**src/rtl/pds_pkg.sv**
```systemverilog
package pds_pkg;
  typedef enum logic [3:0] {
    ST_INIT,
    ST_OFF,
    ST_ON,
    ST_DN_W1,
    ST_DN_W2,
    ST_DN_W3,
    ST_UP_W1,
    ST_UP_W2,
    ST_UP_ISO,
    ST_UP_RST,
    ST_UP_CLK
  } pds_state_e;
endpackage

```
**src/rtl/pds_wait_timer.sv**
```systemverilog
module pds_wait_timer #(
  parameter int TW = 8
) (
  input  logic          clk_i,
  input  logic          rst_ni,
  input  logic          load_i,
  input  logic [TW-1:0] val_i,
  output logic          zero_o
);
  logic [TW-1:0] cnt_q;

  always_ff @(posedge clk_i or negedge rst_ni) begin
    if (!rst_ni)            cnt_q <= '0;
    else if (load_i)        cnt_q <= val_i;
    else if (cnt_q != '0)   cnt_q <= cnt_q - 1'b1;
  end

  assign zero_o = (cnt_q == '0);
endmodule

```
**src/rtl/pds_fsm.sv**
```systemverilog
module pds_fsm
  import pds_pkg::*;
#(
  parameter int HAS_SWITCH = 1,
  parameter int HAS_CLOCKS = 1,
  parameter int SHORT_WAIT = 4,
  parameter int LONG_WAIT  = 16,
  parameter int TW         = 6
) (
  input  logic          clk_i,
  input  logic          rst_ni,
  input  logic          boot_on_i,
  input  logic          on_req_i,
  input  logic          off_req_i,
  input  logic          shutdown_i,
  input  logic          tmr_zero_i,
  output logic          tmr_load_o,
  output logic [TW-1:0] tmr_val_o,
  output logic          busy_o,
  output logic          done_o,
  output logic          always_on_o,
  output logic          sleep_o,
  output logic          iso_o,
  output logic          mem_pd_o,
  output logic          dom_rst_o,
  output logic          clk_en_o
);
  localparam bit SW = (HAS_SWITCH != 0);
  localparam bit CK = (HAS_CLOCKS != 0);

  pds_state_e state_q;
  logic sleep_q, iso_q, mem_q, drst_q, clk_q, aon_q, done_q;
  logic pend_v_q, pend_on_q, pend_f_q;
  logic idle, go_v, go_on, go_f;
  logic start_dn, start_up, ack_now;

  assign idle = (state_q == ST_OFF) || (state_q == ST_ON);

  // shutdown first, then held shutdown, then fresh requests, then held request
  always_comb begin
    go_v = 1'b0; go_on = 1'b0; go_f = 1'b0;
    if (shutdown_i)                begin go_v = 1'b1; go_f = 1'b1; end
    else if (pend_v_q && pend_f_q) begin go_v = 1'b1; go_f = 1'b1; end
    else if (on_req_i)             begin go_v = 1'b1; go_on = 1'b1; end
    else if (off_req_i)            begin go_v = 1'b1; end
    else if (pend_v_q)             begin go_v = 1'b1; go_on = pend_on_q; end
  end

  always_comb begin
    start_dn = 1'b0; start_up = 1'b0; ack_now = 1'b0;
    if (idle && go_v) begin
      if (go_f)                                   start_dn = (state_q == ST_ON);
      else if (go_on)                             begin
        if (state_q == ST_ON) ack_now = 1'b1; else start_up = 1'b1;
      end
      else if ((state_q == ST_OFF) || aon_q)      ack_now = 1'b1;
      else                                        start_dn = 1'b1;
    end
  end

  always_comb begin
    tmr_load_o = start_dn || start_up
              || (tmr_zero_i && ((state_q == ST_DN_W1) || (state_q == ST_UP_W1)))
              || (tmr_zero_i && (state_q == ST_DN_W2) && CK);
    tmr_val_o  = (state_q == ST_DN_W2) ? TW'(LONG_WAIT - 1) : TW'(SHORT_WAIT - 1);
  end

  always_ff @(posedge clk_i or negedge rst_ni) begin
    if (!rst_ni) begin
      state_q   <= ST_INIT;
      sleep_q   <= 1'b1;
      iso_q     <= 1'b1;
      mem_q     <= 1'b1;
      drst_q    <= 1'b1;
      clk_q     <= 1'b0;
      aon_q     <= 1'b0;
      done_q    <= 1'b0;
      pend_v_q  <= 1'b0;
      pend_on_q <= 1'b0;
      pend_f_q  <= 1'b0;
    end else begin
      done_q <= ack_now;
      if (idle) begin
        pend_v_q <= 1'b0;
        pend_f_q <= 1'b0;
      end else if (shutdown_i || on_req_i || off_req_i) begin
        pend_v_q <= 1'b1;
        if (shutdown_i) begin
          pend_f_q  <= 1'b1;
          pend_on_q <= 1'b0;
        end else begin
          pend_on_q <= on_req_i;
        end
      end
      if (start_dn) begin
        if (SW) sleep_q <= 1'b1;
        aon_q   <= 1'b0;
        state_q <= ST_DN_W1;
      end
      if (start_up) begin
        if (SW) sleep_q <= 1'b0;
        state_q <= ST_UP_W1;
      end
      unique case (state_q)
        ST_INIT: begin
          if (boot_on_i && SW) begin
            state_q <= ST_ON;
            sleep_q <= 1'b0;
            iso_q   <= 1'b0;
            mem_q   <= 1'b0;
            drst_q  <= 1'b0;
            clk_q   <= CK;
            aon_q   <= CK;
          end else begin
            state_q <= ST_OFF;
          end
        end
        ST_DN_W1: if (tmr_zero_i) begin
          mem_q   <= 1'b1;
          state_q <= ST_DN_W2;
        end
        ST_DN_W2: if (tmr_zero_i) begin
          if (SW) iso_q <= 1'b1;
          if (CK) state_q <= ST_DN_W3;
          else begin
            state_q <= ST_OFF;
            done_q  <= 1'b1;
          end
        end
        ST_DN_W3: if (tmr_zero_i) begin
          clk_q   <= 1'b0;
          state_q <= ST_OFF;
          done_q  <= 1'b1;
        end
        ST_UP_W1: if (tmr_zero_i) begin
          mem_q   <= 1'b0;
          state_q <= ST_UP_W2;
        end
        ST_UP_W2: if (tmr_zero_i) begin
          drst_q  <= 1'b1;
          state_q <= ST_UP_ISO;
        end
        ST_UP_ISO: begin
          if (SW) iso_q <= 1'b0;
          state_q <= ST_UP_RST;
        end
        ST_UP_RST: begin
          drst_q  <= 1'b0;
          state_q <= ST_UP_CLK;
        end
        ST_UP_CLK: begin
          clk_q   <= CK;
          state_q <= ST_ON;
          done_q  <= 1'b1;
        end
        default: ;
      endcase
    end
  end

  assign busy_o      = !idle;
  assign done_o      = done_q;
  assign always_on_o = aon_q;
  assign sleep_o     = sleep_q;
  assign iso_o       = iso_q;
  assign mem_pd_o    = mem_q;
  assign dom_rst_o   = drst_q;
  assign clk_en_o    = clk_q;

  assert_done_idle_R12: assert property (@(posedge clk_i) disable iff (!rst_ni)
    done_o |-> !busy_o);

  assert_aon_hold_R9: assert property (@(posedge clk_i) disable iff (!rst_ni)
    (aon_q && state_q == ST_ON && !shutdown_i && !(pend_v_q && pend_f_q))
      |=> (state_q == ST_ON));

  assert_sd_off_quiet_R8: assert property (@(posedge clk_i) disable iff (!rst_ni)
    (state_q == ST_OFF && shutdown_i) |=> (state_q == ST_OFF && !done_o));
endmodule

```
**src/rtl/pwr_dom_seq.sv**
```systemverilog
module pwr_dom_seq #(
  parameter int HAS_SWITCH = 1,
  parameter int HAS_CLOCKS = 1,
  parameter int MEM_BANKS  = 4,
  parameter int SHORT_WAIT = 4,
  parameter int LONG_WAIT  = 16
) (
  input  logic                   clk_i,
  input  logic                   rst_ni,
  input  logic                   boot_on_i,
  input  logic                   on_req_i,
  input  logic                   off_req_i,
  input  logic                   shutdown_i,
  output logic                   busy_o,
  output logic                   done_o,
  output logic                   pwr_on_o,
  output logic                   always_on_o,
  output logic                   sleep_o,
  output logic                   iso_o,
  output logic [2*MEM_BANKS-1:0] mem_pd_o,
  output logic                   dom_rst_o,
  output logic                   clk_en_o
);
  localparam int MAXW = (LONG_WAIT > SHORT_WAIT) ? LONG_WAIT : SHORT_WAIT;
  localparam int TW   = $clog2(MAXW + 1) + 1;
  localparam int CW   = $clog2(LONG_WAIT + 1) + 1;

  logic          tmr_load, tmr_zero, mem_all;
  logic [TW-1:0] tmr_val;

  pds_wait_timer #(.TW(TW)) i_timer (
    .clk_i  (clk_i),
    .rst_ni (rst_ni),
    .load_i (tmr_load),
    .val_i  (tmr_val),
    .zero_o (tmr_zero)
  );

  pds_fsm #(
    .HAS_SWITCH (HAS_SWITCH),
    .HAS_CLOCKS (HAS_CLOCKS),
    .SHORT_WAIT (SHORT_WAIT),
    .LONG_WAIT  (LONG_WAIT),
    .TW         (TW)
  ) i_fsm (
    .clk_i       (clk_i),
    .rst_ni      (rst_ni),
    .boot_on_i   (boot_on_i),
    .on_req_i    (on_req_i),
    .off_req_i   (off_req_i),
    .shutdown_i  (shutdown_i),
    .tmr_zero_i  (tmr_zero),
    .tmr_load_o  (tmr_load),
    .tmr_val_o   (tmr_val),
    .busy_o      (busy_o),
    .done_o      (done_o),
    .always_on_o (always_on_o),
    .sleep_o     (sleep_o),
    .iso_o       (iso_o),
    .mem_pd_o    (mem_all),
    .dom_rst_o   (dom_rst_o),
    .clk_en_o    (clk_en_o)
  );

  for (genvar b = 0; b < MEM_BANKS; b++) begin : g_bank
    assign mem_pd_o[2*b +: 2] = {2{mem_all}};
  end

  if (HAS_SWITCH != 0) begin : g_stat_sw
    assign pwr_on_o = !sleep_o;
  end else begin : g_stat_mem
    assign pwr_on_o = !mem_pd_o[0];
  end

  assert_mem_group_R6: assert property (@(posedge clk_i) disable iff (!rst_ni)
    (mem_pd_o == '0) || (&mem_pd_o));

  if (HAS_SWITCH != 0) begin : g_sw_chk
    logic [CW-1:0] settle_q;
    always_ff @(posedge clk_i or negedge rst_ni) begin
      if (!rst_ni)                   settle_q <= '0;
      else if (!iso_o)               settle_q <= '0;
      else if (!(&settle_q))         settle_q <= settle_q + 1'b1;
    end

    assert_iso_order_R2: assert property (@(posedge clk_i) disable iff (!rst_ni)
      $rose(iso_o) |-> (sleep_o && (&mem_pd_o)));

    assert_rst_release_R4: assert property (@(posedge clk_i) disable iff (!rst_ni)
      $fell(dom_rst_o) |-> (!iso_o && (mem_pd_o == '0) && !sleep_o));

    assert_clk_on_R4: assert property (@(posedge clk_i) disable iff (!rst_ni)
      $rose(clk_en_o) |-> (!dom_rst_o && !iso_o));

    assert_clk_off_wait_R3: assert property (@(posedge clk_i) disable iff (!rst_ni)
      $fell(clk_en_o) |-> (iso_o && settle_q >= CW'(LONG_WAIT)));
  end else begin : g_mem_chk
    assert_no_switch_R5: assert property (@(posedge clk_i) disable iff (!rst_ni)
      sleep_o && iso_o);
  end
endmodule

```
**config.mk**
```make
export PLATFORM = sky130hd
export DESIGN_NAME = pwr_dom_seq
export DESIGN_NICKNAME = d
export VERILOG_FILES = /design/src/rtl/pds_pkg.sv /design/src/rtl/pds_wait_timer.sv /design/src/rtl/pds_fsm.sv /design/src/rtl/pwr_dom_seq.sv
export SDC_FILE = /design/constraint.sdc
export NUM_CORES = 1
export LEC_CHECK = 0
export BUFFER_PORTS_ARGS = -buffer_cell sky130_fd_sc_hd__buf_2
export CORE_MARGIN = 2
export CORE_UTILIZATION = 52
export CTS_BUF_LIST = sky130_fd_sc_hd__clkbuf_2
export CTS_CLUSTER_SIZE = 25
export DETAILED_ROUTE_END_ITERATION = 12
export PLACE_DENSITY = 0.78
export SYNTH_ARGS = -nofsm -noshare
export SYNTH_HDL_FRONTEND = slang
export SYNTH_SLANG_ARGS = --single-unit
```
**constraint.sdc**
```tcl
create_clock -name clk_i -period 1.7 [get_ports clk_i]
set_input_delay 0.255 -clock clk_i [delete_from_list [all_inputs] [get_ports clk_i]]
set_output_delay 0.255 -clock clk_i [all_outputs]
set_load 0.03 [all_outputs]
```
* Word level (Yosys, flattened, before mapping) *
Index checks and enable logic that the tools add are counted.
Widths: inputs -> output; s select.

storage, ports and cells
  bits in registers = 20
  bits in read-only memories = 0
  bits of input ports = 6
  bits in latches = 0
  memories = 0
  word-level logic and storage cells = 120
  RAM bits = 0

operators by class
  reduce and logical (&&, ||, !) cells = 30
  muxes and demuxes = 60
  equality and inequality tests = 16
  add/subtract/negate cells = 1
  shifts and indexed selects = 0
  divide/modulo/power cells = 0
  magnitude comparators = 0
  multiply operators = 0
  bitwise logic cells = 1

operators with widths
  cell                 count
  $mux 1               43
  $pmux 4 s9           1
  $mux 4               8
  $eq 4x3->1 const B   4
  $eq 4x4->1 const B   3
  $mux 6               2
  $pmux 1 s3           4
  $reduce_bool 3->1    4
  $ne 2x1->1 const B   5
  $reduce_and 3->1     3
  $eq 4x2->1 const B   2
  $logic_or 1x1->1     8
  $logic_not 6->1      1
  $reduce_bool 2->1    3
  $reduce_bool 6->1    1
  $sub 6x1->6 const B  1
  $eq 4x1->1 const B   1
  $logic_and 1x1->1    4
  $logic_not 4->1      1
  $reduce_and 2->1     2
  $reduce_and 4->1     1
  $logic_not 1->1      2
  $mux 2               1
  $ne 2x2->1 const B   1
  other kinds (2)      2

* Longest topological paths before layout *
Gate-level depths: netlist of the first run.

  word-level depth = 12
  depth in mapped cells = 6
  depth with buffers taken out = 6

* Modules after synthesis *
A second synthesis of the first run with hierarchy kept.

second synthesis, totals
  cells, all modules = 165
  area total of the unflattened synthesis = 1,428.9 sq um

modules (own cells, without submodules)
  module          times used  cells an instance  area an instance (sq um)
  pds_fsm         1           116                964.7
  pds_wait_timer  1           40                 400.4
  pwr_dom_seq     1           9                  63.8

* Least setup slack after synthesis of the first run *
Ideal clock, no wire load.

  path kind = register -> register
  start point = register i_fsm.state_q[0]
  end point = register i_fsm.state_q[1]
  period minus slack after synthesis = 1.778 ns
  stages on the path, launching flop included = 5
  arrival = 1.652 ns
  data required time = 1.574 ns
  slack = -0.078 ns
  cells stage by stage = dfrtp_1 > or4b_4 > o211a_1 > o31a_4 > a221o_1

between the ends
  cells in the longest elaborated chain, start to end = 10
  elaborated cells on any way between the ends = 30
  classes of those cells = eq/ne (10); mux (16); reduce/logical (4)

ends and longest elaborated chain
  item                              RTL line                      source
  from (decl)                       pds_fsm.sv:31                 pds_state_e state_q;
  from (signal assigned)            pds_fsm.sv:70                 state_q <= ST_INIT;
  from (signal assigned)            pds_fsm.sv:98                 state_q <= ST_DN_W1;
  from (signal assigned)            pds_fsm.sv:102                state_q <= ST_UP_W1;
  $eq 4x1->1                        pds_fsm.sv:37, pds_fsm.sv:56
  $logic_or 1x1->1                  pds_fsm.sv:56                 else if ((state_q == ST_OFF) || aon_q) ack_now = 1'b1;
  $mux 1                            pds_fsm.sv:56
  $mux 1                            pds_fsm.sv:53                 else if (go_on) begin
  $mux 1                            pds_fsm.sv:52                 if (go_f) start_dn = (state_q == ST_ON);
  $mux 1                            pds_fsm.sv:51                 if (idle && go_v) begin
  $mux 4                            pds_fsm.sv:95                 if (start_dn) begin
  $mux 4                            pds_fsm.sv:100                if (start_up) begin
  $mux 4, on equally long branches  -
  $pmux 4 s9 *                      pds_fsm.sv:104                unique case (state_q)

Mark *: on every way between the ends. The rest lies on a longest branch, timed or not.
A chain may end at the register's enable or synchronous reset.

* Worst setup path in the final report of the first run *
  start point = register i_fsm.state_q[2]
  end point = register i_fsm.state_q[1]

The elaborated chain is that of the path after synthesis.

==> results of run 1 <==
cell families (layout without fill, tap and decap cells):
| group | after synthesis | in the layout | share of synthesized area |
|---|---|---|---|
| and+or+nand+nor | 47 | 47 | 0.213 |
| adders and majority gates | 1 | 1 | 0.00982 |
| muxes | 2 | 2 | 0.0167 |
| AOI/OAI and AO/OA | 44 | 44 | 0.254 |
| xor gates and xnor gates | 3 | 3 | 0.0206 |
| DFF | 20 | 20 | 0.397 |
| buffers and inverters | 21 | 75 | 0.0884 |
repair_timing:
| item | in CTS | in global routing |
|---|---|---|
| hold buffers | 1 | 0 |
| pin swaps | 2 | 11 |
| buffers inserted | 1 | 4 |
| endpoints found under the setup margin | 15 | 17 |
| gates resized for setup | 18 | 22 |
| hold endpoints to repair | 16 | 0 |
layout make-up:
| cell class | instances | area share |
|---|---|---|
| Sequential cell | 20 | 0.275 |
| Inverter | 8 | 0.0163 |
| Clock inverter | 1 | 0.00204 |
| Tap cell | 28 | 0.0191 |
| Timing Repair Buffer | 63 | 0.238 |
| Multi-Input combinational cell | 97 | 0.441 |
| Clock buffer | 3 | 0.00817 |
cells in the final DEF (no fill, tap or decap), types with 4 or more instances in the layout:
| cell | Yosys | final |
|---|---|---|
| sky130_fd_sc_hd__a21oi_1 | 9 | 6 |
| sky130_fd_sc_hd__buf_4 | 9 | 39 |
| sky130_fd_sc_hd__dfstp_2 | 4 | 4 |
| sky130_fd_sc_hd__o21ai_0 | 12 | 8 |
| sky130_fd_sc_hd__nand2b_1 | 4 | 4 |
| sky130_fd_sc_hd__nor2_1 | 11 | 8 |
| sky130_fd_sc_hd__dfrtp_1 | 16 | 16 |
| sky130_fd_sc_hd__inv_1 | 8 | 6 |
| sky130_fd_sc_hd__buf_2 | 0 | 20 |
| sky130_fd_sc_hd__nand2_1 | 8 | 7 |
critical path, stage by stage (launching register included):
cell	delay [ns]
sky130_fd_sc_hd__dfrtp_1	0.46
sky130_fd_sc_hd__buf_6	0.13
sky130_fd_sc_hd__or4b_4	0.51
sky130_fd_sc_hd__o211a_1	0.16
sky130_fd_sc_hd__o31a_4	0.30
sky130_fd_sc_hd__a221o_1	0.29
worst paths after layout:
| check | start | endpoint | slack (ns) | cells past startpoint |
|---|---|---|---|---|
| max | i_fsm.state_q[2]$_DFF_PN0_ | i_fsm.state_q[1]$_DFF_PN0_ | -0.25 | 5 |
| min | shutdown_i | i_fsm.pend_on_q$_DFFE_PN0P_ | 0.08 | 2 |
| max reg2reg | i_fsm.state_q[2]$_DFF_PN0_ | i_fsm.state_q[1]$_DFF_PN0_ | -0.25 | 5 |
| min reg2reg | i_fsm.dom_rst_o$_DFFE_PN1P_ | i_fsm.dom_rst_o$_DFFE_PN1P_ | 0.54 | 2 |
| max in group asynchronous | rst_ni | i_fsm.iso_o$_DFFE_PN1P_ | 1.01 | 2 |
| min in group asynchronous | rst_ni | i_fsm.state_q[0]$_DFF_PN0_ | 0.34 | 2 |
power by group through the flow:
stage	Sequential [mW]	Combinational (mW)	Clock, mW
floorplan	0.487	0.0121	0
global placement	0.487	0.0413	0
detailed placement	0.487	0.0437	0
CTS	0.479	0.0473	0.216
global route	0.480	0.0589	0.243
finish	0.480	0.0549	0.223
per-stage QoR:
step	setup slack, ns	cells	setup TNS, ns	cell area, um2	hold slack, ns
floorplan	-0.0486	138	-0.0486	1280	-0.0406
global placement	-0.0631	210	-0.261	1600	0.222
detailed placement	-0.130	210	-0.672	1600	0.233
CTS	-0.194	216	-1.15	1700	0.0909
global route	-0.293	220	-2.73	1840	0.0641
finish	-0.248	220	-1.91	1840	0.0751
Yosys cell counts (2+ instances only):
| cell type | instances | area [um2] |
|---|---|---|
| sky130_fd_sc_hd__a21oi_1 | 9 | 45.0 |
| sky130_fd_sc_hd__a31oi_1 | 2 | 12.5 |
| sky130_fd_sc_hd__a32o_1 | 2 | 20.0 |
| sky130_fd_sc_hd__and3_1 | 2 | 12.5 |
| sky130_fd_sc_hd__buf_4 | 9 | 67.6 |
| sky130_fd_sc_hd__clkbuf_1 | 4 | 15.0 |
| sky130_fd_sc_hd__dfrtp_1 | 16 | 400 |
| sky130_fd_sc_hd__dfstp_2 | 4 | 105 |
| sky130_fd_sc_hd__inv_1 | 8 | 30.0 |
| sky130_fd_sc_hd__nand2_1 | 8 | 30.0 |
| sky130_fd_sc_hd__nand2b_1 | 4 | 25.0 |
| sky130_fd_sc_hd__nand3_1 | 4 | 20.0 |
| sky130_fd_sc_hd__nand4_1 | 2 | 12.5 |
| sky130_fd_sc_hd__nor2_1 | 11 | 41.3 |
| sky130_fd_sc_hd__nor2b_1 | 2 | 12.5 |
| sky130_fd_sc_hd__nor3_1 | 2 | 10.0 |
| sky130_fd_sc_hd__o21ai_0 | 12 | 60.1 |
| sky130_fd_sc_hd__o2bb2ai_1 | 2 | 17.5 |
| sky130_fd_sc_hd__o31ai_1 | 2 | 15.0 |
| sky130_fd_sc_hd__xnor2_1 | 2 | 17.5 |
metal layers:
layer / part of all wire / up-vias
li1: - / 615
met1: 0.40 / 669
met2: 0.49 / 76
met3: 0.069 / 21
met4: 0.039 / 0
met5: 0 / -
==> impl_metrics.py, run 1 <==
metrics = {
    "setup_path": {
        "cp-start-kind": "flop",
        "crit_arrival_ns": 2.22,
        "crit_required_ns": 1.97,
        "crit_fanout": 4,
        "kind_of_capture_point_of_the_worst_setup_path": "flop",
        "type_of_the_worst_setup_path": "flop to flop",
    },
    "global_route": {
        "antenna_found_initial": 0,
        "globalRouteMet2Util": 0.465,
        "grtUsageMet1": 0.364,
        "grt_util_met3": 0.0508,
        "grt_use_total": 0.284,
        "first_global_vias": 1258,
        "global_route.peak_usage_layer": "met2",
        "largest_net_degree_at_the_start_of_global_routing": 21,
        "globalRouteOverflowTotal": 0,
        "first_pass_grt_wire_length_mm": 5.77,
    },
    "routing": {
        "drc": 0,
        "avgRoutedWirePerCell_um": 19.3,
        "detailedRoute.firstIterationViolations": 77,
        "vias": 1381,
        "drt.antenna.violating_nets": 0,
        "total_wirelength_mm": 4.24,
        "drt_pass1_iterations": 4,
        "vias_cell": 6.28,
    },
    "power_and_ir_drop": {
        "power.density_nw_per_um2": 412,
        "cell_internal_pwr_uw": 553,
        "power.leakage_nw": 0.808,
        "p_sw_frac": 0.270,
        "vdd_drop_max_uv": 431,
        "post-layout-total-power_uw": 757,
        "switching_power_uw": 204,
        "power.clock.fraction": 0.294,
        "power_frac_comb": 0.072,
        "p_seq_frac": 0.633,
    },
    "yosys": {
        "syn_avg_cell_area_um2": 9.23,
        "synth.lib_cells_used.distinct": 51,
        "synth_seq_area_share": 0.397,
        "synth_cells": 138,
        "synth_nets": 145,
        "mappedNetlistArea_um2": 1270,
        "synth-edff-count": 0,
        "dominant_synthesized_flop_cell": "sky130_fd_sc_hd__dfrtp_1",
        "synth.ff_latch_count": 20,
        "ys_warn_count": 0,
        "postSynth.asyncResetShare": 1.00,
    },
    "layout": {
        "reg.largest.list": "i_timer.cnt_q (6), i_fsm.state_q (4)",
        "insertedDiodeCount": 0,
        "ratio_of_cells_with_drive_above_1_in_the_final_layout": 0.531,
        "largest-register": "i_timer.cnt_q",
        "final_util": 0.815,
        "multi_input_area_um2": 811,
        "areaGrowthSynthToFinish_pct": 44.2,
        "register_area_um2": 505,
        "filler_cell_count": 139,
        "largest_register_ffs": 6,
        "finish.net_count": 200,
    },
    "die": {
        "initial_utilization": 0.565,
        "die-width_um": 53.5,
        "io_pins": 22,
        "die_area_um2": 2860,
        "coreArea_um2": 2250,
        "die_height_um": 53.5,
        "number_of_standard_cell_rows_in_the_floorplan": 17,
    },
    "timing": {
        "layout_setup_ws_ns": -0.248,
        "number_of_endpoints_with_negative_hold_slack_in_the_final_report": 0,
        "fin_worst_skew_ns": 0.00715,
        "worstMarginPinSlew_ns": 0.725,
        "finalSetupViolCount": 12,
        "fin_crit_sh": 1.15,
        "achievable-frequency_mhz": 513,
        "slew_viol_final": 0,
        "worst_slew_margin_rel": 0.512,
        "post-route-min-period_ns": 1.95,
        "rsz_0062_raised_after_global_routing": "true",
    },
    "job": {
        "maxCapViolCount": 0,
    },
    "clocking": {
        "worst_skew_pair.late_latency_ns": 0.35,
        "numCtsBuffers": 3,
        "root_buffer_selected_by_cts": "sky130_fd_sc_hd__clkbuf_2",
        "clock_sinks": 20,
        "clock_tree_from_tritoncts": "yes",
        "clock_tree.buffer_depth": 2,
        "path_clk_slew_ns": 0.21,
        "cts-htree-levels": 1,
    },
    "outcome": {
        "failed_checks": "negative setup slack",
        "outcome": "finished with violations",
    },
    "placement": {
        "finalWeightedCongestion": 0.861,
        "dp_hpwl_mm": 2.41,
        "placement.io_buffers": 21,
    },
    "worst_hold_path": {
        "worst_hold_path_type": "input pin to flop",
    },
}
No activity file was read; power rests on OpenSTA's default activity.
==> run 2, diff against run 1 <==
--- a/config.mk
+++ b/config.mk
@@ -6,12 +6,16 @@
 export NUM_CORES = 1
 export LEC_CHECK = 0
 export BUFFER_PORTS_ARGS = -buffer_cell sky130_fd_sc_hd__buf_2
+export CAP_MARGIN = 20
+export CELL_PAD_IN_SITES_DETAIL_PLACEMENT = 0
+export CELL_PAD_IN_SITES_GLOBAL_PLACEMENT = 1
 export CORE_MARGIN = 2
-export CORE_UTILIZATION = 52
+export CORE_UTILIZATION = 39
 export CTS_BUF_LIST = sky130_fd_sc_hd__clkbuf_2
 export CTS_CLUSTER_SIZE = 25
 export DETAILED_ROUTE_END_ITERATION = 12
-export PLACE_DENSITY = 0.78
+export PLACE_DENSITY_LB_ADDON = 0.1
+export REMOVE_ABC_BUFFERS = 1
 export SYNTH_ARGS = -nofsm -noshare
 export SYNTH_HDL_FRONTEND = slang
 export SYNTH_SLANG_ARGS = --single-unit
==> impl_metrics.py, run 2 (synthesized netlist as in run 1, its figures left out) <==
metrics = {
    "placement": {
        "dp_hpwl_mm": 2.49,
        "placement.cell_area_um2": 1570,
        "finalWeightedCongestion": 0.886,
        "dp_slack_ns": -0.165,
        "placement.io_buffers": 21,
    },
    "routing": {
        "top_layer": "met4",
        "detailedRoute.firstIterationViolations": 106,
        "met3_wirelength_um": 174,
        "routed_met2_length_mm": 1.71,
        "drt_pass1_iterations": 4,
        "vias_cell": 5.35,
        "drc": 0,
        "total_wirelength_mm": 3.50,
        "met1_length_mm": 1.57,
        "drt.antenna.violating_nets": 0,
        "vias": 1237,
        "avgRoutedWirePerCell_um": 15.2,
    },
    "layout": {
        "insertedDiodeCount": 0,
        "reg.largest.list": "i_timer.cnt_q (6), i_fsm.state_q (4)",
        "finish.net_count": 195,
        "stdcell_area_um2": 1770,
        "final_util": 0.574,
        "largest_register_ffs": 6,
        "largest-register": "i_timer.cnt_q",
        "ratio_of_cells_with_drive_above_1_in_the_final_layout": 0.503,
        "layout_commonest_cell": "sky130_fd_sc_hd__buf_4",
        "filler_cell_count": 295,
        "areaGrowthSynthToFinish_pct": 38.7,
        "most-common-layout-cells": "sky130_fd_sc_hd__buf_4 (34), sky130_fd_sc_hd__buf_2 (21), sky130_fd_sc_hd__dfrtp_1 (14)",
    },
    "die": {
        "die_height_um": 61.2,
        "die_area_um2": 3740,
        "initial_utilization": 0.414,
        "number_of_standard_cell_rows_in_the_floorplan": 20,
        "io_pins": 22,
        "coreArea_um2": 3080,
        "die-width_um": 61.2,
    },
    "outcome": {
        "failed_checks": "negative setup slack",
        "outcome": "finished with violations",
    },
    "worst_hold_path": {
        "worst_hold_path_type": "input pin to flop",
        "worstHoldPathCells": 3,
    },
    "clocking": {
        "numCtsBuffers": 3,
        "root_buffer_selected_by_cts": "sky130_fd_sc_hd__clkbuf_2",
        "path_clk_slew_ns": 0.22,
        "worst_skew_pair.late_latency_ns": 0.35,
        "clock_tree.buffer_depth": 2,
        "clock_tree_from_tritoncts": "yes",
        "cts-htree-levels": 1,
        "clock_sinks": 20,
    },
    "power_and_ir_drop": {
        "power.leakage_nw": 0.761,
        "post-layout-total-power_uw": 757,
        "vdd_drop_max_uv": 309,
        "power.density_nw_per_um2": 428,
    },
    "global_route": {
        "globalRouteOverflowTotal": 0,
        "first_global_vias": 1186,
        "first_pass_grt_wire_length_mm": 5.63,
        "largest_net_degree_at_the_start_of_global_routing": 21,
        "grt_use_total": 0.204,
        "antenna_found_initial": 0,
    },
    "timing": {
        "worstMarginPinSlew_ns": 0.477,
        "post-route-min-period_ns": 1.84,
        "number_of_endpoints_with_negative_hold_slack_in_the_final_report": 0,
        "layout_setup_ws_ns": -0.136,
        "worst_slew_margin_rel": 0.679,
        "rsz_0062_raised_after_global_routing": "true",
        "slew_viol_final": 0,
        "holdWs_ns": 0.221,
        "achievable-frequency_mhz": 545,
        "finalSetupViolCount": 7,
        "fin_crit_sh": 1.08,
        "fin_worst_skew_ns": 0.0217,
    },
    "setup_path": {
        "crit_required_ns": 1.96,
        "rr_worst_depth": 4,
        "kind_of_capture_point_of_the_worst_setup_path": "flop",
        "type_of_the_worst_setup_path": "flop to flop",
        "crit_fanout": 4,
        "crit_arrival_ns": 2.10,
        "cp-start-kind": "flop",
    },
    "job": {
        "maxCapViolCount": 0,
    },
}
-- run 2: cell type report --
| class | instances | area, um2 | share of cell area |
|---|---|---|---|
| clock buffers | 4 | 20.0 | 0.0113 |
| multi-input cells | 97 | 761 | 0.431 |
| well taps | 44 | 55.1 | 0.0312 |
| inverters | 8 | 30.0 | 0.0170 |
| flip-flops and latches | 20 | 508 | 0.288 |
| repair buffers | 58 | 393 | 0.222 |
-- run 2: timing repair --
action / 4_1_cts / 5_1_grt
buffers inserted: 4 / 3
hold endpoints to repair: 16 / 0
pin swaps: 3 / 6
resized for setup: 17 / 13
endpoints found under the setup margin: 14 / 17
gates cloned: 0 / 0
hold buffers: 1 / 0
-- run 2: through the flow --
stage          instances  setup TNS (ns)
6_report             231          -0.355
5_1_grt              231           -1.27
4_1_cts              228          -0.349
3_5_place_dp         219          -0.656
3_3_place_gp         219          -0.511
2_1_floorplan        125          -0.473
-- run 2: worst paths after layout --
kind / from / end / slack [ns]
max: i_fsm.state_q[1]$_DFF_PN0_ / i_fsm.state_q[1]$_DFF_PN0_ / -0.14
min: shutdown_i / i_fsm.pend_on_q$_DFFE_PN0P_ / 0.22
max reg2reg: i_fsm.state_q[1]$_DFF_PN0_ / i_fsm.state_q[1]$_DFF_PN0_ / -0.14
min reg2reg: i_fsm.iso_o$_DFFE_PN1P_ / i_fsm.iso_o$_DFFE_PN1P_ / 0.52
max in group asynchronous: rst_ni / i_fsm.sleep_o$_DFF_PN1_ / 0.96
min in group asynchronous: rst_ni / i_fsm.state_q[3]$_DFF_PN0_ / 0.35
-- run 2: power by group --
group	leakage, nW	internal [mW]	total [mW]	switching, mW
Clock	0.0166	0.0622	0.229	0.166
Sequential	0.220	0.479	0.479	0.000608
Combinational	0.525	0.0215	0.0492	0.0276
Total	0.761	0.562	0.757	0.195
-- run 2: worst max-delay path, stage by stage (launching register included) --
cell                      delay [ns]
sky130_fd_sc_hd__dfrtp_2        0.50
sky130_fd_sc_hd__or4b_4         0.50
sky130_fd_sc_hd__o211a_1        0.16
sky130_fd_sc_hd__o31a_4         0.30
sky130_fd_sc_hd__a221o_1        0.29
-- run 2: per-layer routing --
metal,vias to the layer above,track usage
li1,606,-
met1,583,0.270
met4,0,0.0652
met3,6,0.0252
met5,-,0
met2,42,0.347
==> run 3, diff against run 2 <==
--- a/config.mk
+++ b/config.mk
@@ -9,6 +9,7 @@
 export CAP_MARGIN = 20
 export CELL_PAD_IN_SITES_DETAIL_PLACEMENT = 0
 export CELL_PAD_IN_SITES_GLOBAL_PLACEMENT = 1
+export CORE_ASPECT_RATIO = 1.5
 export CORE_MARGIN = 2
 export CORE_UTILIZATION = 39
 export CTS_BUF_LIST = sky130_fd_sc_hd__clkbuf_2
==> impl_metrics.py, run 3 (synthesized netlist as in run 1, its figures left out) <==
metrics = {
    "outcome": {
        "outcome": "finished with violations",
        "failed_checks": "negative setup slack",
    },
    "clocking": {
        "cts-htree-levels": 1,
        "path_clk_slew_ns": 0.22,
        "numCtsBuffers": 3,
        "clock_tree.buffer_depth": 2,
        "worst_skew_pair.late_latency_ns": 0.34,
        "clock_sinks": 20,
        "clock_tree_from_tritoncts": "yes",
        "root_buffer_selected_by_cts": "sky130_fd_sc_hd__clkbuf_2",
    },
    "layout": {
        "areaGrowthSynthToFinish_pct": 38.9,
        "insertedDiodeCount": 0,
        "finish.net_count": 197,
        "ratio_of_cells_with_drive_above_1_in_the_final_layout": 0.492,
        "largest-register": "i_timer.cnt_q",
        "largest_register_ffs": 6,
        "reg.largest.list": "i_timer.cnt_q (6), i_fsm.state_q (4)",
        "layout_commonest_cell": "sky130_fd_sc_hd__buf_4",
        "most-common-layout-cells": "sky130_fd_sc_hd__buf_4 (36), sky130_fd_sc_hd__buf_2 (21), sky130_fd_sc_hd__dfrtp_1 (16)",
        "filler_cell_count": 305,
    },
    "placement": {
        "finalWeightedCongestion": 0.879,
        "placement.io_buffers": 21,
        "dp_slack_ns": -0.155,
        "dp_hpwl_mm": 2.51,
    },
    "timing": {
        "number_of_endpoints_with_negative_hold_slack_in_the_final_report": 0,
        "rsz_0062_raised_after_global_routing": "true",
        "layout_setup_ws_ns": -0.188,
        "fin_worst_skew_ns": 0.0233,
        "worstMarginPinSlew_ns": 0.501,
        "worst_slew_margin_rel": 0.666,
        "finalSetupViolCount": 13,
        "achievable-frequency_mhz": 530,
        "fin_crit_sh": 1.11,
        "fin_setup_tns_ns": -0.855,
        "holdWs_ns": 0.224,
        "slew_viol_final": 0,
        "post-route-min-period_ns": 1.89,
    },
    "global_route": {
        "first_global_vias": 1220,
        "grt_use_total": 0.200,
        "largest_net_degree_at_the_start_of_global_routing": 21,
        "antenna_found_initial": 0,
        "globalRouteOverflowTotal": 0,
        "first_pass_grt_wire_length_mm": 5.68,
    },
    "power_and_ir_drop": {
        "p_seq_frac": 0.645,
        "power.leakage_nw": 0.769,
        "switching_power_uw": 191,
        "power_frac_comb": 0.066,
        "p_sw_frac": 0.258,
        "power.clock.fraction": 0.288,
        "power.density_nw_per_um2": 420,
        "vdd_drop_max_uv": 341,
        "cell_internal_pwr_uw": 551,
    },
    "die": {
        "number_of_standard_cell_rows_in_the_floorplan": 25,
        "io_pins": 22,
        "die_area_um2": 3750,
        "die-width_um": 50.7,
        "die_height_um": 74.0,
        "coreArea_um2": 3130,
        "initial_utilization": 0.407,
    },
    "setup_path": {
        "rr_worst_depth": 4,
        "reg2reg_setup_slack_ns": -0.19,
        "type_of_the_worst_setup_path": "flop to flop",
        "cp-start-kind": "flop",
        "rr_startpoint": "i_fsm.state_q[2]$_DFF_PN0_",
        "kind_of_capture_point_of_the_worst_setup_path": "flop",
        "cp_startpoint": "i_fsm.state_q[2]$_DFF_PN0_",
        "worstReg2RegEnd": "i_fsm.state_q[1]$_DFF_PN0_",
        "crit_required_ns": 1.93,
        "crit_fanout": 4,
        "crit_arrival_ns": 2.12,
    },
    "routing": {
        "total_wirelength_mm": 3.49,
        "drc": 0,
        "drt.antenna.violating_nets": 0,
        "detailedRoute.firstIterationViolations": 49,
        "vias": 1249,
        "vias_cell": 5.45,
        "avgRoutedWirePerCell_um": 15.2,
        "drt_pass1_iterations": 4,
    },
    "worst_hold_path": {
        "min_delay_worst_endpoint": "i_fsm.pend_v_q$_DFFE_PN0P_",
        "timing.hold.worst.start": "off_req_i",
        "worst_hold_path_type": "input pin to flop",
        "worstHoldPathCells": 3,
    },
    "job": {
        "maxCapViolCount": 0,
    },
}
run 3: worst max path at each step:
stage	slack, ns	cells past startpoint	to
final	-0.19	4	i_fsm.state_q[1]$_DFF_PN0_
after floorplan	-0.19	4	i_fsm.state_q[1]$_DFF_PN0_
after detailed placement	-0.15	5	i_fsm.state_q[1]$_DFF_PN0_
after global placement	-0.13	6	i_fsm.state_q[2]$_DFF_PN0_
after CTS	-0.15	4	i_fsm.state_q[1]$_DFF_PN0_
after global routing	-0.19	4	i_fsm.state_q[1]$_DFF_PN0_
run 3: timing repair:
item	4_1_cts	5_1_grt
pin swaps	5	6
gates resized for setup	18	10
hold endpoints to repair	16	0
hold buffers	1	0
buffers inserted	4	5
endpoints found under the setup margin	16	16
run 3: metrics by stage:
stage | cells | util | total power [mW] | area (um2)
2_1_floorplan | 125 | - | 0.499 | 1190
3_3_place_gp | 216 | 0.502 | 0.531 | 1570
3_5_place_dp | 216 | 0.502 | 0.532 | 1570
4_1_cts | 224 | 0.540 | 0.750 | 1690
5_1_grt | 229 | 0.566 | 0.767 | 1770
6_report | 229 | 0.566 | 0.742 | 1770
run 3: layout make-up:
class | instances | area, um2 | area share
Tap cell | 40 | 50.0 | 0.0283
Sequential cell | 20 | 505 | 0.286
Multi-Input combinational cell | 97 | 757 | 0.428
Clock buffer | 3 | 15.0 | 0.00849
Inverter | 8 | 30.0 | 0.0170
Timing Repair Buffer | 60 | 408 | 0.231
Clock inverter | 1 | 3.75 | 0.00212
run 3: layer usage:
metal,global-route usage,part of all wire
met1,0.239,0.41
met3,0.0261,0.040
met2,0.358,0.52
met4,0.0871,0.025
met5,0,0
run 3: power by group through the flow:
stage                     combinational (mW)  clock [mW]  sequential (mW)
after CTS                             0.0497       0.221            0.479
final                                 0.0493       0.214            0.479
after global placement                0.0440           0            0.487
after global routing                  0.0550       0.233            0.480
after floorplan                       0.0121           0            0.487
after detailed placement              0.0450           0            0.487
run 3: critical path: stages (launching register included):
cell and delay [ns]:
sky130_fd_sc_hd__dfrtp_1 0.47, sky130_fd_sc_hd__or4b_4 0.55, sky130_fd_sc_hd__o211a_1 0.16, sky130_fd_sc_hd__o31a_4 0.30, sky130_fd_sc_hd__a221o_1 0.28
